`config.mk`:
```
export PLATFORM = sky130hd
export DESIGN_NAME = csc_dual_bank
export DESIGN_NICKNAME = d
export VERILOG_FILES = /design/src/rtl/csc_pkg.sv /design/src/rtl/csc_regs.sv /design/src/rtl/csc_row.sv /design/src/rtl/csc_dual_bank.sv
export SDC_FILE = /design/constraint.sdc
export NUM_CORES = 2
export LEC_CHECK = 0
export BUFFER_PORTS_ARGS = -buffer_cell sky130_fd_sc_hd__buf_2
export CAP_MARGIN = 20
export CORE_ASPECT_RATIO = 0.9
export CORE_MARGIN = 4
export CORE_UTILIZATION = 25
export CTS_BUF_LIST = sky130_fd_sc_hd__clkbuf_4
export DETAILED_ROUTE_END_ITERATION = 10
export PLACE_DENSITY = 0.43
export SYNTH_ARGS = -nofsm -noshare
export SYNTH_HDL_FRONTEND = slang
export SYNTH_SLANG_ARGS = --single-unit
```
`constraint.sdc`:
```
create_clock -name clk -period 17.3 [get_ports clk]
set_input_delay 1.73 -clock clk [delete_from_list [all_inputs] [get_ports clk]]
set_output_delay 1.73 -clock clk [all_outputs]
set_load 0.02 [all_outputs]
```
`src/rtl/csc_pkg.sv`:
```
package csc_pkg;
  localparam int N_ROW  = 3;
  localparam int N_COL  = 4;
  localparam int N_COEF = N_ROW * N_COL;

  localparam logic [2:0] MODE_PASS   = 3'd0;
  localparam logic [2:0] MODE_BANK_A = 3'd4;
  localparam logic [2:0] MODE_BANK_B = 3'd5;

  localparam int ADDR_MODE     = 12;
  localparam int ADDR_DBG_IDX  = 13;
  localparam int ADDR_DBG_DATA = 14;
  localparam int BANK_B_BASE   = 16;
  localparam int DBG_SEL_MODE  = 9;
endpackage

```
`src/rtl/csc_regs.sv`:
```
module csc_regs
  import csc_pkg::*;
#(
  parameter int CW  = 16,
  parameter int RAW = 5
) (
  input  logic                           clk,
  input  logic                           rst_n,
  input  logic                           we,
  input  logic [RAW-1:0]                 addr,
  input  logic [CW-1:0]                  wdata,
  output logic [CW-1:0]                  rdata,
  input  logic                           frame_start,
  output logic [N_COEF-1:0][CW-1:0]      bank_a,
  output logic [N_COEF-1:0][CW-1:0]      bank_b,
  output logic [2:0]                     active_mode
);
  localparam int IDX_W = 8;

  logic [2:0]       mode_req;
  logic             pend;
  logic [IDX_W-1:0] dbg_idx;

  // coefficient storage, one register per bank and position
  for (genvar i = 0; i < N_COEF; i++) begin : g_coef
    localparam logic [RAW-1:0] A_ADR = RAW'(i);
    localparam logic [RAW-1:0] B_ADR = RAW'(BANK_B_BASE + i);
    always_ff @(posedge clk) begin
      if (!rst_n) begin
        bank_a[i] <= '0;
        bank_b[i] <= '0;
      end else if (we) begin
        if (addr == A_ADR) bank_a[i] <= wdata;
        if (addr == B_ADR) bank_b[i] <= wdata;
      end
    end
  end

  // mode request is held pending until a frame boundary
  always_ff @(posedge clk) begin
    if (!rst_n) begin
      mode_req    <= MODE_PASS;
      pend        <= 1'b0;
      active_mode <= MODE_PASS;
      dbg_idx     <= '0;
    end else begin
      if (we && addr == RAW'(ADDR_MODE)) begin
        mode_req <= wdata[2:0];
        pend     <= 1'b1;
      end else if (frame_start) begin
        pend <= 1'b0;
      end
      if (frame_start && pend) active_mode <= mode_req;
      if (we && addr == RAW'(ADDR_DBG_IDX)) dbg_idx <= wdata[IDX_W-1:0];
    end
  end

  always_comb begin
    rdata = '0;
    for (int i = 0; i < N_COEF; i++) begin
      if (addr == RAW'(i))               rdata = bank_a[i];
      if (addr == RAW'(BANK_B_BASE + i)) rdata = bank_b[i];
    end
    if (addr == RAW'(ADDR_MODE))    rdata = CW'(mode_req);
    if (addr == RAW'(ADDR_DBG_IDX)) rdata = CW'(dbg_idx);
    if (addr == RAW'(ADDR_DBG_DATA))
      rdata = (dbg_idx == IDX_W'(DBG_SEL_MODE)) ? CW'(active_mode) : '0;
  end

  AST_MODE_ONLY_AT_FRAME: assert property (@(posedge clk) disable iff (!rst_n)
    !frame_start |=> $stable(active_mode));
  AST_IDLE_FRAME_KEEPS: assert property (@(posedge clk) disable iff (!rst_n)
    (frame_start && !pend) |=> $stable(active_mode));
  AST_LAST_REQ_WINS: assert property (@(posedge clk) disable iff (!rst_n)
    (frame_start && pend) |=> active_mode == $past(mode_req));
endmodule

```
`src/rtl/csc_row.sv`:
```
module csc_row
  import csc_pkg::*;
#(
  parameter int DW   = 8,
  parameter int CW   = 16,
  parameter int FRAC = 13
) (
  input  logic                    clk,
  input  logic                    rst_n,
  input  logic                    en,
  input  logic [N_ROW-1:0][DW-1:0] x,
  input  logic [N_COL-1:0][CW-1:0] coef,
  input  logic                    bypass,
  input  logic [DW-1:0]           pass_val,
  output logic [DW-1:0]           y
);
  localparam int ACC_W  = CW + DW + 3;
  localparam int OFS_SH = FRAC - (CW - DW);
  localparam logic signed [ACC_W-1:0] RND  = ACC_W'(1) <<< (FRAC - 1);
  localparam logic signed [ACC_W-1:0] MAXV = ACC_W'((1 << DW) - 1);

  logic signed [ACC_W-1:0] acc_d, acc_q, rnd, shf;
  logic                    byp_q;
  logic [DW-1:0]           pass_q, sat;

  // stage 2 input: full precision sum of products plus offset
  always_comb begin
    logic signed [ACC_W-1:0] cx, xx, ofs;
    acc_d = '0;
    for (int j = 0; j < N_ROW; j++) begin
      cx = {{(ACC_W-CW){coef[j][CW-1]}}, coef[j]};
      xx = {{(ACC_W-DW){1'b0}}, x[j]};
      acc_d = acc_d + cx * xx;
    end
    ofs = {{(ACC_W-CW){coef[N_COL-1][CW-1]}}, coef[N_COL-1]};
    acc_d = acc_d + (ofs <<< OFS_SH);
  end

  // stage 3 input: round half up, then clamp
  always_comb begin
    rnd = acc_q + RND;
    shf = rnd >>> FRAC;
    if (shf < 0)         sat = '0;
    else if (shf > MAXV) sat = MAXV[DW-1:0];
    else                 sat = shf[DW-1:0];
  end

  always_ff @(posedge clk) begin
    if (!rst_n) begin
      acc_q  <= '0;
      byp_q  <= 1'b0;
      pass_q <= '0;
      y      <= '0;
    end else if (en) begin
      acc_q  <= acc_d;
      byp_q  <= bypass;
      pass_q <= pass_val;
      y      <= byp_q ? pass_q : sat;
    end
  end

  AST_ROW_HOLD: assert property (@(posedge clk) disable iff (!rst_n)
    !en |=> $stable(y));
endmodule

```
`src/rtl/csc_dual_bank.sv`:
```
module csc_dual_bank
  import csc_pkg::*;
#(
  parameter int DW   = 8,
  parameter int CW   = 16,
  parameter int FRAC = 13,
  parameter int RAW  = 5
) (
  input  logic              clk,
  input  logic              rst_n,
  input  logic              in_valid,
  output logic              in_ready,
  input  logic [3*DW-1:0]   in_pix,
  output logic              out_valid,
  input  logic              out_ready,
  output logic [3*DW-1:0]   out_pix,
  input  logic              frame_start,
  input  logic              reg_we,
  input  logic [RAW-1:0]    reg_addr,
  input  logic [CW-1:0]     reg_wdata,
  output logic [CW-1:0]     reg_rdata
);
  logic [N_COEF-1:0][CW-1:0] bank_a, bank_b, s1_coef;
  logic [2:0]                active_mode;
  logic                      en, v1, v2, v3, s1_byp;
  logic [N_ROW-1:0][DW-1:0]  s1_pix;
  logic [N_ROW-1:0][DW-1:0]  y;

  assign en       = out_ready;
  assign in_ready = out_ready;

  csc_regs #(.CW(CW), .RAW(RAW)) u_regs (
    .clk(clk), .rst_n(rst_n), .we(reg_we), .addr(reg_addr),
    .wdata(reg_wdata), .rdata(reg_rdata), .frame_start(frame_start),
    .bank_a(bank_a), .bank_b(bank_b), .active_mode(active_mode)
  );

  // stage 1: capture pixel with a snapshot of the coefficients in force
  always_ff @(posedge clk) begin
    if (!rst_n) begin
      v1 <= 1'b0; v2 <= 1'b0; v3 <= 1'b0;
      s1_pix  <= '0;
      s1_coef <= '0;
      s1_byp  <= 1'b1;
    end else if (en) begin
      v1 <= in_valid && in_ready;
      v2 <= v1;
      v3 <= v2;
      s1_pix <= in_pix;
      s1_byp <= !(active_mode == MODE_BANK_A || active_mode == MODE_BANK_B);
      s1_coef <= (active_mode == MODE_BANK_B) ? bank_b : bank_a;
    end
  end

  for (genvar r = 0; r < N_ROW; r++) begin : g_row
    csc_row #(.DW(DW), .CW(CW), .FRAC(FRAC)) u_row (
      .clk(clk), .rst_n(rst_n), .en(en), .x(s1_pix),
      .coef(s1_coef[r*N_COL +: N_COL]), .bypass(s1_byp),
      .pass_val(s1_pix[r]), .y(y[r])
    );
  end

  assign out_valid = v3;
  assign out_pix   = y;

  AST_STALL_HOLD: assert property (@(posedge clk) disable iff (!rst_n)
    (out_valid && !out_ready) |=> (out_valid && $stable(out_pix)));
  AST_FIXED_LATENCY: assert property (@(posedge clk) disable iff (!rst_n)
    (out_ready && $past(out_ready) && $past(in_valid && in_ready, 2)) |=> out_valid);
  AST_NO_ACCEPT_IN_STALL: assert property (@(posedge clk) disable iff (!rst_n)
    !out_ready |=> $stable(out_valid));
endmodule

```
# --- Word level (Yosys, flattened, before mapping) ---
# Index checks and enable logic that the tools add are counted.
word_totals:
  register_bits: 749
  out_inout_bits: 42
  wordCells: 185
op_classes:
  n_addsub: 12
  mux: 40
  n_eq_ne: 29
  n_reduce_logical: 32
  order_cmp: 6
  multipliers: 9
ops:
  columns: ["operator", "n"]
  rows:
  - ["$mux W16", 27]
  - ["$mul A16 B9 Y25", 9]
  - ["$mux W192", 1]
  - ["$add A27 B27 Y27", 6]
  - ["$add A27 B14 Y27 const B", 3]
  - ["$add A27 B21 Y27", 3]
  - ["$mux W8", 9]
  - ["$eq A5 B5 Y1 const B", 12]
  - ["$reduce_and A2 Y1", 24]
  - ["$gt A14 B9 Y1 const B", 3]
  - ["$lt A14 B1 Y1 const B", 3]
  - ["$eq A5 B4 Y1 const B", 7]
  - ["$eq A5 B3 Y1 const B", 4]
  - ["$eq A5 B2 Y1 const B", 2]
  - ["$eq A8 B4 Y1 const B", 1]
  - ["$eq A3 B3 Y1 const B", 2]
  - ["$eq A5 B1 Y1 const B", 1]
  - ["$logic_not A5 Y1", 1]
  - ["$logic_and A1 B1 Y1", 4]
  - ["$mux W3", 1]
  - ["$mux W1", 2]
  - ["$reduce_bool A2 Y1", 1]
  - ["$logic_not A1 Y1", 1]
  - ["$logic_or A1 B1 Y1", 1]

# --- Logic depth before layout (Yosys ltp) ---
logic_depth:
  depth_word: 28
  mapped_depth: 35
  depth_no_buf: 33

# --- Hierarchy ---
# A second synthesis with hierarchy kept.
unflattened:
  cells_unflattened: 8803
  area_unflattened_um2: 76534.7
by_module_without_submodules:
  columns: ["mod", "n_inst", "cells_per_inst", "area_per_inst_um2"]
  rows:
  - ["csc_row (g_row[0].u_row ...)", 2, 1713, 15951.5]
  - ["csc_regs", 1, 2496, 19496.2]
  - ["csc_row (g_row[2].u_row)", 1, 1720, 15986.6]
  - ["csc_dual_bank", 1, 1161, 9148.8]

# --- Worst setup path before layout ---
# Ideal clock, no wire load.
synth_path:
  path_kind: "register to register"
  startpoint: "register s1_pix[12] (netlist name)"
  endpoint: "register g_row[2].u_row.acc_q[26]"
  path_stages_with_launch: 30
  setup_time_ns: 0.086
  n_path_buf: 2
  required_ns: 17.214
  synth_period_minus_slack_ns: 7.675
  setup_slack_ns: 9.625
  arrival_time_ns: 7.589
  path_cell_list: "dfxtp_1 > clkbuf_1 > clkbuf_1 > nand2_1 > fa_1 > fa_1 > inv_1 > fa_1 > inv_1 > fa_1 > inv_1 > ha_1 > o21ai_0 > o21ai_0 > o31ai_1 > o21ai_0 > or2_2 > a21oi_1 > xnor2_1 > fa_1 > fa_1 > ha_1 > nand2_1 > nor2_1 > a221o_2 > a221o_2 > a21oi_1 > o2111ai_1 > xnor2_1 > a211oi_1"
synth_via:
  elab_chain_len: 4
synth_lines:
  columns: ["item", "line", "source"]
  rows:
  - ["from (decl)", "csc_dual_bank.sv:26", "logic [N_ROW-1:0][DW-1:0] s1_pix;"]
  - ["from (signal assigned)", "csc_dual_bank.sv:49", "s1_pix <= in_pix;"]
  - ["$mul A16 B9 Y25", "csc_row.sv:33", "acc_d = acc_d + cx * xx;"]
  - ["$add A27 B27 Y27 (2 in a row)", "csc_row.sv:33", null]
  - ["$add A27 B21 Y27", "csc_row.sv:36", "acc_d = acc_d + (ofs <<< OFS_SH);"]
  - ["to (signal assigned)", "csc_row.sv:50", "acc_q <= '0;"]
  - ["to (signal assigned)", "csc_row.sv:55", "acc_q <= acc_d;"]
  - ["to (decl)", "csc_row.sv:22", "logic signed [ACC_W-1:0] acc_d, acc_q, rnd, shf;"]
# Every way passes these cells.
# A chain may end at the register's enable or synchronous reset.

# --- Final worst setup path ---
layout_path:
  startpoint: "register s1_pix[16] (netlist name)"
  endpoint: "register g_row[1].u_row.acc_q[26]"
layout_via:
  elab_chain_len: 3
layout_lines:
  columns: ["item", "line"]
  rows:
  - ["$mul A16 B9 Y25", "csc_row.sv:33"]
  - ["$add A27 B27 Y27", "csc_row.sv:33"]
  - ["$add A27 B21 Y27", "csc_row.sv:36"]
  - ["to (signal assigned)", "csc_row.sv:50"]
  - ["to (signal assigned)", "csc_row.sv:55"]
  - ["to (decl)", "csc_row.sv:22"]
# Every way passes these cells.

==> results.md <==
- RR Startpoint: s1_pix[16]$_SDFFE_PN0P_
- Yosys warnings: 0
- Die H: 537 um
- Largest area contributor in the netlist: fa_1
- Clk Latency, worst-skew pair: 1.26 ns
- Layout cell share with drive strength beyond 1: 6.72%
- DRC violation total after the first TritonRoute iteration: 4,737
- Routability congestion estimate: 0.861
- Post-synth EDFFs: 0
- CTS Buf Count: 219
- Worst EP required: 18.30 ns
- Crit share post-route: 51.4%
- Final Instance Area: 85,000 um2
- Clock Path Buffers: 4
- Hold Crit Class: reg -> reg
- Clk sinks: 713
- Slowest-stage cell, CP: a2111oi_0
- WL per Instance: 21.6 um
- Hold Buf Count CTS: 0
- DRT antenna net count: 0
- Final setup viols: 0
- RSZ-0062 raised after global routing: no
- Fin worst setup slack: 8.41 ns
- Mapped Avg Cell Area: 8.32 um2
- Gr ovfl total: 0
- Largest net degree at the start of global routing: 130
- Final Max Tran Viols: 0
- Startpoint types: register
- Via density: 4.74
- Slew @ Worst Pin: 1.27 ns
- Most used cell along the critical path: fa_1
- Max Cap Viol: 0
- Post-Place Cell Area: 82,200 um2
- Reg2reg end: g_row[1].u_row.acc_q[26]$_SDFFE_PN0P_
- Ys flop type: dfxtp_1
- Top post-synthesis cells by area: fa_1 27%, dfxtp_1 18%, ha_1 8.6%
- Vias in the first global route: 64,308
- Pleak: 40.6 nW
- Cell Area, Synth: 77,800 um2
- GRT Total Usage: 17.9%
- Hold Fails Final Rpt: 0
- Pre-CTS setup slack: 8.40 ns
- Post-Syn Nets: 10,991
- Pwr Density: 62.8 nW/um2
- IO Count: 93
- Root Driver: clkbuf_4
- Setup TNS: 0 ns
- Crit path from: s1_pix[16]$_SDFFE_PN0P_
- Critical path class: reg -> reg
- FP Rows: 194
- CP endpoint kind: register
- Gate Count Post-Synth: 9,353
- Max Clk Rate: 112 MHz
- Post-CTS setup buffers: 0
- CORE AREA: 310,000 um2
- Reg2reg setup slack: 8.41 ns
- Port Buffer Count: 92
- Vias post-DR: 64,057
- Synth-to-layout area growth: 9.27%
- Final #Nets: 10,870
- Pre-antenna DRT Iters: 7
- Post-CTS Resized: 0
- HPWL after detailed placement: 222,000 um
- Hold path startpoint: s1_byp$_SDFFE_PN1P_
- Die extent in x: 596 um
- Reg clk slew, reported paths: 0.08 ns
- Worst hold slack: 0.457 ns
- Status: finished clean
- Max transition margin: 12.9%
- Fillers: 33,692
- Initial Util: 25.1%
- Asr flop ratio synth: 0%
- Cell variety after synth: 91
- First-pass GRT wire length: 434,000 um
- Peak supply drop: 0.0395 mV
- WHS Path Cells: 2
- Inst Count DP: 13,122
- Flops & latches, synth: 713
- Share of the synthesized area in the top cell type: 27.1%
- R2R cell count: 30
- Worst Setup EP: g_row[1].u_row.acc_q[26]$_SDFFE_PN0P_
- Seq/Total Area, Yosys: 18.3%
- CP arrival: 9.89 ns
- Worst Clk Skew: 0.195 ns
- Drt drc: 0
- Min Clock Period, post-route: 8.89 ns
- Initial antenna violation count: 38
- Die Area: 320,000 um2
- CTS tree: built
- Crit path max fanout: 35
- Wirelength, routed: 292,000 um
- CTS H-tree lvls: 4
- Final non-filler cell total: 13,523
- Crit-path max cell delay: 0.63 ns
==> area by class of cell <==
class,instances,area [um2],area share (%)
Antenna cell,9,22.5,0.0265
Multi-Input combinational cell,6632,56000,65.8
Tap cell,4116,5150,6.06
Clock inverter,67,338,0.397
Inverter,1472,5530,6.51
Sequential cell,713,14300,16.8
Clock buffer,320,2400,2.82
Timing Repair Buffer,194,1300,1.53
==> worst max-delay path, delay by kind of cell, from the launching register on <==
family | cells | cell delay (ns)
flip-flops | 1 | 0.53
AO/OA/AOI/OAI | 8 | 2.41
buffers and inverters | 6 | 0.80
AND/OR/NAND/NOR | 6 | 0.98
adder cells (fa/ha/maj) | 8 | 3.68
XOR/XNOR | 2 | 0.24
==> cell usage after synthesis, types with 79 or more instances <==
master,count
xor2_1,79
a211oi_1,240
a21oi_1,669
dfxtp_1,713
inv_1,1469
fa_1,1053
clkbuf_1,446
and2_1,654
nor2_1,512
nand2_1,1430
mux2i_1,298
xnor2_1,181
nand3_1,128
o21ai_0,194
nor3_1,94
ha_1,534
==> how the worst min path moves through the flow <==
| stage | to | slack [ns] |
|---|---|---|
| after global routing | g_row[1].u_row.byp_q$_SDFFE_PN0P_ | 0.48 |
| after floorplan | u_regs.dbg_idx[0]$_SDFFE_PN0P_ | 0.44 |
| after CTS | g_row[1].u_row.byp_q$_SDFFE_PN0P_ | 0.46 |
| after detailed placement | u_regs.bank_a[130]$_SDFFE_PN0P_ | 0.46 |
| after global placement | u_regs.bank_b[26]$_SDFFE_PN0P_ | 0.45 |
| final | g_row[1].u_row.byp_q$_SDFFE_PN0P_ | 0.46 |
==> sequential cells by signal, summed over array words and instances (netlist names) <==
register and cells:
s1_pix 24, g_row.u_row.byp_q 1, v1 1, u_regs.dbg_idx 8, u_regs.bank_b 192, u_regs.pend 1, out_valid 1, v2 1
u_regs.active_mode 3, u_regs.mode_req 3, g_row.u_row.y 24, g_row.u_row.acc_q 45, s1_byp 1, g_row.u_row.pass_q 24, s1_coef 192, u_regs.bank_a 192
==> cell families after synthesis <==
kind of cell    synth area share, %
buf+inv                        9.77
flops                          18.3
fa+ha+maj                      35.7
simple gates                   17.7
compound gates                 11.5
mux                            4.09
xor+xnor                       2.93
==> placed cells by master, fill, tap and decap left out, types with 181 or more instances in the layout <==
cell and instances:
o21ai_0 194, a211oi_1 240, dfxtp_1 688, xnor2_1 181, mux2i_1 298, nor2_1 510
nand2_1 1429, a21oi_1 669, inv_1 1468, and2_1 654, ha_1 534, clkbuf_4 320
fa_1 1053
==> metrics by stage <==
stage | utilization [%] | power, W
global route | 27.4 | 0.00572
finish | 27.4 | 0.00534
global placement | 26.5 | 0.00362
CTS | 27.4 | 0.00543
floorplan | - | 0.00302
detailed placement | 26.5 | 0.00363
==> power by group <==
group	leakage [nW]	switching, W	internal (W)
logic	33.1	0.00108	0.000628
registers	5.81	0.000162	0.00173
clock network	1.65	0.000873	0.000874
total	40.6	0.00211	0.00323
==> metal layers <==
layer	track usage, %	vias to the layer above	wire [um]
met3	3.32	367	19600
li1	-	29548	-
met1	26.8	32202	143000
met5	0	-	161
met4	3.64	22	5980
met2	26.7	1918	123000
Power figures use the tool's default switching activity.
